`config.mk`:
```
export PLATFORM = sky130hd
export DESIGN_NAME = seg_xlat
export DESIGN_NICKNAME = d
export VERILOG_FILES = /design/src/rtl/seg_xlat_pkg.sv /design/src/rtl/seg_table.sv /design/src/rtl/seg_check.sv /design/src/rtl/seg_xlat.sv
export SDC_FILE = /design/constraint.sdc
export NUM_CORES = 1
export LEC_CHECK = 0
export CORE_ASPECT_RATIO = 0.6
export CORE_MARGIN = 2
export CORE_UTILIZATION = 40
export CTS_CLUSTER_DIAMETER = 80
export DETAILED_ROUTE_END_ITERATION = 10
export HOLD_SLACK_MARGIN = 0.1
export PLACE_DENSITY_LB_ADDON = 0.05
export SYNTH_ARGS = -nofsm -noshare
export SYNTH_HDL_FRONTEND = slang
export SYNTH_HIERARCHICAL = 1
export SYNTH_SLANG_ARGS = --single-unit
```
`constraint.sdc`:
```
create_clock -name clk -period 3.77 [get_ports clk]
set_clock_uncertainty 0.05 [all_clocks]
set_input_delay 1.131 -clock clk [delete_from_list [all_inputs] [get_ports clk]]
set_output_delay 1.131 -clock clk [all_outputs]
set_load 0.02 [all_outputs]
```
`src/rtl/seg_xlat_pkg.sv`:
```
package seg_xlat_pkg;

   typedef enum logic [1:0] {
      CAUSE_NONE  = 2'b00,
      CAUSE_BOUND = 2'b01,
      CAUSE_PROT  = 2'b10
   } fault_cause_e;

endpackage

```
`src/rtl/seg_table.sv`:
```
module seg_table #(
   parameter int SEG_BITS = 2,
   parameter int SIZE_W   = 13,
   parameter int PA_BITS  = 16
) (
   input  logic                clk,
   input  logic                rst_n,
   input  logic                wr_en,
   input  logic [SEG_BITS-1:0] wr_idx,
   input  logic [PA_BITS-1:0]  wr_base,
   input  logic [SIZE_W-1:0]   wr_size,
   input  logic                wr_ro,
   input  logic [SEG_BITS-1:0] rd_idx,
   output logic [PA_BITS-1:0]  rd_base,
   output logic [SIZE_W-1:0]   rd_size,
   output logic                rd_ro
);
   localparam int NUM_SEG = 1 << SEG_BITS;

   logic [PA_BITS-1:0] base_q [NUM_SEG];
   logic [SIZE_W-1:0]  size_q [NUM_SEG];
   logic               ro_q   [NUM_SEG];

   // one register slice per entry; R10: only the addressed slice loads
   for (genvar e = 0; e < NUM_SEG; e++) begin : g_entry
      logic hit;
      assign hit = wr_en && (wr_idx == SEG_BITS'(e));
      always_ff @(posedge clk or negedge rst_n) begin
         if (!rst_n) begin
            base_q[e] <= '0;
            size_q[e] <= '0;   // every entry starts unused
            ro_q[e]   <= 1'b0;
         end else if (hit) begin
            base_q[e] <= wr_base;
            size_q[e] <= wr_size;
            ro_q[e]   <= wr_ro;
         end
      end
   end

   // read returns the registered entry, so a same-cycle write is not seen
   assign rd_base = base_q[rd_idx];
   assign rd_size = size_q[rd_idx];
   assign rd_ro   = ro_q[rd_idx];

endmodule

```
`src/rtl/seg_check.sv`:
```
module seg_check
   import seg_xlat_pkg::*;
#(
   parameter int OFF_BITS = 12,
   parameter int SIZE_W   = 13,
   parameter int PA_BITS  = 16,
   parameter bit PROT_EN  = 1'b1
) (
   input  logic                access_write,
   input  logic [OFF_BITS-1:0] offset,
   input  logic [PA_BITS-1:0]  base,
   input  logic [SIZE_W-1:0]   size,
   input  logic                ro,
   output logic [PA_BITS-1:0]  paddr,
   output fault_cause_e        cause
);
   logic beyond;
   logic prot_bad;
   logic [PA_BITS-1:0] sum;

   // compare in the wider size domain; size 0 makes every offset beyond
   assign beyond = (SIZE_W'(offset) >= size);
   // zero-extended offset plus base, wrapping at the address width
   assign sum    = base + PA_BITS'(offset);

   if (PROT_EN) begin : g_prot
      assign prot_bad = access_write && ro;
   end else begin : g_noprot
      assign prot_bad = 1'b0;
   end

   always_comb begin
      // bounds outranks protection
      if (beyond) begin
         cause = CAUSE_BOUND;
         paddr = '0;
      end else if (prot_bad) begin
         cause = CAUSE_PROT;
         paddr = '0;
      end else begin
         cause = CAUSE_NONE;
         paddr = sum;
      end
   end

endmodule

```
`src/rtl/seg_xlat.sv`:
```
module seg_xlat
   import seg_xlat_pkg::*;
#(
   parameter int SEG_BITS = 2,
   parameter int OFF_BITS = 12,
   parameter int PA_BITS  = 16,
   parameter bit PROT_EN  = 1'b1
) (
   input  logic                         clk,
   input  logic                         rst_n,
   input  logic                         cfg_we,
   input  logic [SEG_BITS-1:0]          cfg_seg,
   input  logic [PA_BITS-1:0]           cfg_base,
   input  logic [OFF_BITS:0]            cfg_size,
   input  logic                         cfg_ro,
   input  logic                         req_valid,
   input  logic                         req_write,
   input  logic [SEG_BITS+OFF_BITS-1:0] req_vaddr,
   output logic                         rsp_valid,
   output logic [PA_BITS-1:0]           rsp_paddr,
   output logic                         rsp_fault,
   output logic [1:0]                   rsp_cause
);
   localparam int VA_BITS = SEG_BITS + OFF_BITS;
   localparam int SIZE_W  = OFF_BITS + 1;

   if (SEG_BITS < 1 || SEG_BITS > 6) begin : g_bad_seg
      $error("seg_xlat: SEG_BITS must be 1..6");
   end
   if (OFF_BITS < 1) begin : g_bad_off
      $error("seg_xlat: OFF_BITS must be positive");
   end
   if (PA_BITS < OFF_BITS) begin : g_bad_pa
      $error("seg_xlat: PA_BITS must cover the offset");
   end

   logic [SEG_BITS-1:0] seg_idx;
   logic [OFF_BITS-1:0] seg_off;
   logic [PA_BITS-1:0]  ent_base;
   logic [SIZE_W-1:0]   ent_size;
   logic                ent_ro;
   logic [PA_BITS-1:0]  chk_paddr;
   fault_cause_e        chk_cause;

   // segment number on top, offset below
   assign seg_idx = req_vaddr[VA_BITS-1:OFF_BITS];
   assign seg_off = req_vaddr[OFF_BITS-1:0];

   seg_table #(
      .SEG_BITS(SEG_BITS), .SIZE_W(SIZE_W), .PA_BITS(PA_BITS)
   ) i_table (
      .clk(clk), .rst_n(rst_n),
      .wr_en(cfg_we), .wr_idx(cfg_seg), .wr_base(cfg_base),
      .wr_size(cfg_size), .wr_ro(cfg_ro),
      .rd_idx(seg_idx), .rd_base(ent_base), .rd_size(ent_size), .rd_ro(ent_ro)
   );

   seg_check #(
      .OFF_BITS(OFF_BITS), .SIZE_W(SIZE_W), .PA_BITS(PA_BITS), .PROT_EN(PROT_EN)
   ) i_check (
      .access_write(req_write), .offset(seg_off),
      .base(ent_base), .size(ent_size), .ro(ent_ro),
      .paddr(chk_paddr), .cause(chk_cause)
   );

   // single response stage, cleared when no request was taken
   always_ff @(posedge clk or negedge rst_n) begin
      if (!rst_n) begin
         rsp_valid <= 1'b0;
         rsp_paddr <= '0;
         rsp_fault <= 1'b0;
         rsp_cause <= CAUSE_NONE;
      end else if (req_valid) begin
         rsp_valid <= 1'b1;
         rsp_paddr <= chk_paddr;
         rsp_fault <= (chk_cause != CAUSE_NONE);
         rsp_cause <= chk_cause;
      end else begin
         rsp_valid <= 1'b0;
         rsp_paddr <= '0;
         rsp_fault <= 1'b0;
         rsp_cause <= CAUSE_NONE;
      end
   end

   a_r7_req_gives_rsp: assert property (@(posedge clk) disable iff (!rst_n)
      req_valid |=> rsp_valid);
   a_r7_rsp_needs_req: assert property (@(posedge clk) disable iff (!rst_n)
      rsp_valid |-> $past(req_valid));
   a_r7_idle_quiet: assert property (@(posedge clk) disable iff (!rst_n)
      !rsp_valid |-> (!rsp_fault && rsp_paddr == '0 && rsp_cause == 2'b00));
   a_r3_fault_no_addr: assert property (@(posedge clk) disable iff (!rst_n)
      rsp_fault |-> (rsp_paddr == '0 && rsp_cause != 2'b00));
   a_r5_prot_needs_write: assert property (@(posedge clk) disable iff (!rst_n)
      (rsp_valid && rsp_cause == 2'b10) |-> $past(req_write));
   a_r6_no_code3: assert property (@(posedge clk) disable iff (!rst_n)
      rsp_cause != 2'b11);

endmodule

```
==> summary.txt, run 1 <==
Clock tree
  – Cts bufs inserted: 17
  – Clk_lat worst skew: 420 ps
  – Hold_buf cts: 0
  – CTS tree: yes
  – Clock Sinks: 140
  – Clk slew on worst S/H paths: 60 ps
  – Max clock buf depth: 2
  – Setup bufs post-CTS: 0
  – H-Tree Depth: 4
  – CTS Root Cell: clkbuf_16

Route
  – Post-route ant nets: 0
  – Via density: 5.06
  – DRT Wirelength: 16.0 mm
  – Wire length per cell: 18.8 um
  – First-pass DRT Iterations: 4
  – Vias: 4308
  – Routed met2 length: 6.80 mm
  – DRC Markers: 0
  – Met1 wire length: 8.33 mm
  – Met3 WL: 610 um
  – DRC marker count from the first detailed-route iteration: 132
  – Top sig layer: met4

Placed design
  – Dpl ws: -431 ps
  – Placed wire-length estimate: 11.4 mm
  – Placed cells: 819
  – PortBufs: 70
  – Gpl congestion: 0.824
  – Placement Cell Area: 8170 um2

Synthesis
  – FF+latch count, synth: 140
  – Area of the mapped netlist: 6870 um2
  – Sequential share of the synthesized area: 0.510
  – Net Count, Synth: 561
  – Top FF cell, synth: dfrtp_1
  – Yosys top cell area share: 0.510
  – Mapped Avg Cell Area: 14.2 um2
  – Synth area leader: dfrtp_1
  – Commonest cells in the netlist: 140 x dfrtp_1, 119 x mux2_2, 30 x mux4_2
  – Top-count cell post-synth: dfrtp_1
  – Syn. warnings: 6
  – Number of flops mapped to enable cells by yosys: 0
  – Netlist cell types: 44
  – Synthesized instance count: 485
  – Top cells by area, synth: dfrtp_1 51%, mux2_2 19%, mux4_2 9.8%, ha_1 4.4%, and2_2 1.5%
  – Post-synth ARST share: 1.00

Timing
  – Fin crit period: 3650 ps
  – Hold Vio Cnt, Final: 0
  – Transition time of the tightest slew-check pin: 541 ps
  – Slew HR: 0.638
  – RSZ-0062 raised after global routing: no
  – Setup_tns: 0 ps
  – Final setup fails: 0
  – Max Slew Vio Count: 0
  – Worst setup margin: 122 ps
  – Fmax: 274 MHz
  – Tcrit/Tclk final: 0.968

Worst setup path
  – Most Frequent Cell on Critical Path: nor2_1
  – Crit Path Max Fanout: 20
  – Req. time, crit path: 4020 ps
  – CP top delay family: compound AO/OA/AOI/OAI gates
  – CP bufs+invs: 2
  – CP cell instances: clkdlybuf4s50_1 > buf_12 > mux4_2 > ha_1 > a211oi_2 > nor2_1 > o21a_1 > o41a_1 > xnor2_1 > nor2_1 > and2_2
  – Setup Crit Path Kind: input port to register
  – Startpoint types: input port
  – Arrival @ worst endpoint: 3900 ps
  – CP max-delay cell: clkdlybuf4s50_1
  – Critical Path Sink Type: register
  – Slowest stage delay, CP: 510 ps

GRT
  – Largest net degree at the start of global routing: 61
  – First-pass GRT wire length: 26.2 mm
  – GRT Total Usage: 0.192
  – Number of global-route vias before repair: 4635
  – Grt ovf: 0
  – Initial antenna violation count: 0

Final layout
  – Cell Count, Final, Fillers Out: 851
  – Share of layout cells above drive strength 1: 0.425
  – Antenna diodes: 0
  – Cell area after layout: 8800 um2
  – Final net count: 680
  – Area Growth Syn to Fin: 28.0%
  – Filler cells: 1464

Floorplan
  – Core footprint: 17000 um2
  – Initial Util: 0.405
  – Die Height: 106 um
  – Die ar.: 18300 um2
  – FP Rows: 37
  – I/O Pins: 71
  – Die W: 173 um

Hold path
  – Hold WC Path Type: register to register

Job
  – Max-cap viol count: 0

Pwr
  – Worst vdd ir: 0.279 mV
  – P per Cell Area: 570 nW/um2
  – P_leak: 3.80 nW

Outcome
  – Status: complete, no violations
-- cells in the final DEF (no fill, tap or decap), drive strengths merged, types with 3 or more instances in the layout --
cell type	count
nor2	28
mux4	30
buf	55
nor3	5
o21ai	8
xor2	3
clkinvlp	3
a21o	4
a21oi	11
dfrtp	140
mux2	121
clkbuf	20
nand3	4
xnor2	7
inv	23
ha	24
o21a	5
a211oi	6
and2	18
nand2	6
clkinv	4
clkdlybuf4s50	68
-- what timing repair did --
item                                    4_1_cts  5_1_grt
resized for setup                             0       10
endpoints found under the setup margin        0        8
endpoints found under the hold margin         0        0
-- state kept, by name, summed over array words and instances, names as in the netlist --
name,flops
i_table/base_q,64
i_table/ro_q,4
i_table/size_q,52
rsp_cause,2
rsp_fault,1
rsp_paddr,16
rsp_valid,1
-- path summary, 6_finish.rpt --
path	slack (ps)	from	cells after the start	endpoint
max in group asynchronous	2270	rst_n	2	rsp_paddr[14]
hold / removal	430	i_table/base_q[50]	1	i_table/base_q[50]
setup reg to reg	1030	i_table/base_q[1]	9	rsp_paddr[7]
hold reg to reg	430	i_table/base_q[50]	1	i_table/base_q[50]
setup / recovery	120	req_vaddr[13]	11	rsp_paddr[7]
min in group asynchronous	590	rst_n	1	i_table/size_q[17]
-- metal layers --
metal | GRT usage | up-vias
met5 | 0 | -
met2 | 0.278 | 66
met1 | 0.278 | 2205
met4 | 0.0642 | 0
li1 | - | 2014
met3 | 0.0530 | 23
-- logic make-up after synthesis --
logic type      count (synthesis)  share of synthesized area
xor+xnor                       10                     0.0127
simple gates                   72                     0.0566
fa+ha+maj                      25                     0.0466
buf+inv                        43                     0.0329
flops                         140                      0.510
compound gates                 44                     0.0450
mux                           151                      0.297
-- stage by stage --
stage	hold slack, ps	utilization	power [mW]
after floorplan	403	-	2.78
after global placement	416	0.481	3.30
after detailed placement	425	0.481	3.34
after CTS	438	0.516	5.04
after global routing	455	0.518	5.30
final	435	0.518	5.01
-- cell type report --
cell class                 count  area [um2]  share of cell area
clock buffer                  20         457              0.0519
clock inverter                12         136              0.0155
inverter                      20        75.1             0.00853
multi-input combinational    302        3190               0.362
sequential                   140        3500               0.398
tap                          234         293              0.0333
timing repair buffer         123        1140               0.130
-- power breakdown --
group	total (mW)	leakage (nW)	switching (mW)	internal, mW
logic	1.40	1.83	0.618	0.785
clock network	1.69	0.283	0.674	1.02
registers	1.92	1.69	0.129	1.79
No activity file was read; power rests on OpenSTA's default activity.
==> inputs of run 2 (changes only) <==
--- a/config.mk
+++ b/config.mk
@@ -7,12 +7,14 @@
 export LEC_CHECK = 0
 export CORE_ASPECT_RATIO = 0.6
 export CORE_MARGIN = 2
-export CORE_UTILIZATION = 40
+export CORE_UTILIZATION = 30
 export CTS_CLUSTER_DIAMETER = 80
 export DETAILED_ROUTE_END_ITERATION = 10
 export HOLD_SLACK_MARGIN = 0.1
 export PLACE_DENSITY_LB_ADDON = 0.05
+export RECOVER_POWER = 25
 export SYNTH_ARGS = -nofsm -noshare
 export SYNTH_HDL_FRONTEND = slang
 export SYNTH_HIERARCHICAL = 1
 export SYNTH_SLANG_ARGS = --single-unit
+export TNS_END_PERCENT = 50
==> run 2 against run 1 <==
  * The flow now finishes with violations (capacitance limit, slew limit)
  * Wire length grew 11%
  * Clock power fell by 6%
  * Utilization is 12 points lower
  * Final cell count up 9.5%
  * Combinational power barely moved
  * Non-clock buffer count rose by 9
==> summary.txt, run 2 (synthesis results as in run 1) <==
Outcome
  – Status: complete, but fails checks
  – Failing checks: capacitance limit, slew limit

Floorplan
  – Core footprint: 22300 um2
  – FP Rows: 42
  – Initial Util: 0.309
  – Die Height: 121 um
  – Die ar.: 24200 um2
  – Die W: 199 um
  – I/O Pins: 71

Clock tree
  – H-Tree Depth: 4
  – CTS Root Cell: clkbuf_16
  – Clock Sinks: 140
  – Clk_lat worst skew: 420 ps
  – CTS tree: yes
  – Cts bufs inserted: 17
  – Clk slew on worst S/H paths: 60 ps
  – Max clock buf depth: 2

GRT
  – Grt ovf: 0
  – Largest net degree at the start of global routing: 62
  – GRT Total Usage: 0.160
  – Initial antenna violation count: 0
  – First-pass GRT wire length: 28.3 mm
  – Number of global-route vias before repair: 4793

Route
  – Wire length per cell: 19.1 um
  – DRC marker count from the first detailed-route iteration: 188
  – Met1 wire length: 9.22 mm
  – Via density: 4.68
  – Routed met2 length: 7.78 mm
  – DRT Wirelength: 17.8 mm
  – First-pass DRT Iterations: 4
  – Top sig layer: met4
  – Post-route ant nets: 0
  – Met3 WL: 641 um
  – Vias: 4363
  – DRC Markers: 0

Worst setup path
  – Req. time, crit path: 4030 ps
  – Setup Crit Path Kind: input port to register
  – Arrival @ worst endpoint: 3770 ps
  – Crit Path Max Fanout: 14
  – Critical Path Sink Type: register
  – Reg2reg setup slack: 960 ps
  – Startpoint types: input port

Timing
  – Slew HR: -0.0702
  – Transition time of the tightest slew-check pin: 1610 ps
  – Tcrit/Tclk final: 0.931
  – RSZ-0062 raised after global routing: no
  – Hold Vio Cnt, Final: 0
  – Fmax: 285 MHz
  – Max Slew Vio Count: 61
  – Final setup fails: 0
  – Fin crit period: 3510 ps

Final layout
  – Commonest non-fill, non-tap cell in the layout: dfrtp_1
  – Cell area after layout: 8900 um2
  – Commonest cells after routing, fill and taps aside: 140 x dfrtp_1, 119 x mux2_2, 67 x clkdlybuf4s50_1
  – Area Growth Syn to Fin: 29.5%
  – Max reg flops: 64
  – Antenna diodes: 0
  – Final net count: 689
  – Share of layout cells above drive strength 1: 0.426
  – Most flop-heavy register: i_table/base_q
  – Largest regs: i_table/base_q (64), i_table/size_q (52), rsp_paddr (16)

Pwr
  – Total Power: 4.93 mW
  – P per Cell Area: 553 nW/um2
  – Worst vdd ir: 0.290 mV
  – P_leak: 3.84 nW

Placed design
  – Placement Cell Area: 8290 um2
  – Gpl congestion: 0.857
  – PortBufs: 70
  – Placed wire-length estimate: 12.6 mm

Hold path
  – Hold WC Path Type: register to register

Job
  – Max-cap viol count: 1
==> run 2: cell count changes in the layout (fill, tap and decap cells not counted), sizes merged <==
cell           delta
dlymetal6s2s      +1
bufinv            -1
clkinv            +3
clkbuf            +1
clkdlybuf4s50     -1
inv               -2
clkinvlp          -1
buf               +7
==> run 2: worst paths after layout <==
kind | start | endpoint | cells after the start
min in group asynchronous | rst_n | i_table/size_q[20] | 1
setup / recovery | req_vaddr[12] | rsp_paddr[15] | 11
max in group asynchronous | rst_n | i_table/base_q[40] | 2
hold / removal | i_table/size_q[20] | i_table/size_q[20] | 1
hold reg to reg | i_table/size_q[20] | i_table/size_q[20] | 1
setup reg to reg | i_table/size_q[1] | rsp_paddr[5] | 11
==> run 2: layout make-up <==
| type | instances | area (um2) |
|---|---|---|
| Clock buffer | 19 | 453 |
| Clock inverter | 11 | 96.3 |
| Fill cell | 2128 | 13400 |
| Inverter | 20 | 75.1 |
| Multi-Input combinational cell | 302 | 3180 |
| Sequential cell | 140 | 3500 |
| Tap cell | 308 | 385 |
| Timing Repair Buffer | 132 | 1210 |
==> run 2: where the power goes <==
group          switching, mW  internal [mW]
Clock                  0.654          0.931
Sequential             0.138           1.79
Combinational          0.628          0.782
==> run 2: critical path, stage by stage <==
cell and delay [ps]:
buf_2 150, buf_12 180, mux4_2 560, ha_1 320, a211oi_2 270, o21ai_1 180
a2111oi_4 410, nor3_1 120, xnor2_1 180, nor2_1 50, and2_2 180
==> run 2: repair_timing <==
item / 4_1_cts / 5_1_grt
hold buffers: 0 / 0
setup endpoints to repair: 0 / 10
resized for setup: 0 / 7
setup buffers: 0 / 2
==> run 2: per-layer routing <==
layer | up-vias | global-route usage
met2 | 61 | 0.237
met4 | 0 | 0.0444
met5 | - | 0
met3 | 15 | 0.0392
met1 | 2271 | 0.232
li1 | 2016 | -
==> run 2: through the flow <==
stage / utilization / setup TNS, ps / hold WS [ps] / setup slack, ps / std cells
6_report: 0.400 / 0 / 451 / 262 / 932
5_1_grt: 0.400 / 0 / 460 / 108 / 932
4_1_cts: 0.397 / 0 / 453 / 1.48 / 929
3_5_place_dp: 0.372 / -5650 / 440 / -440 / 899
3_3_place_gp: 0.372 / -4940 / 432 / -412 / 899
2_1_floorplan: - / 0 / 403 / 118 / 485
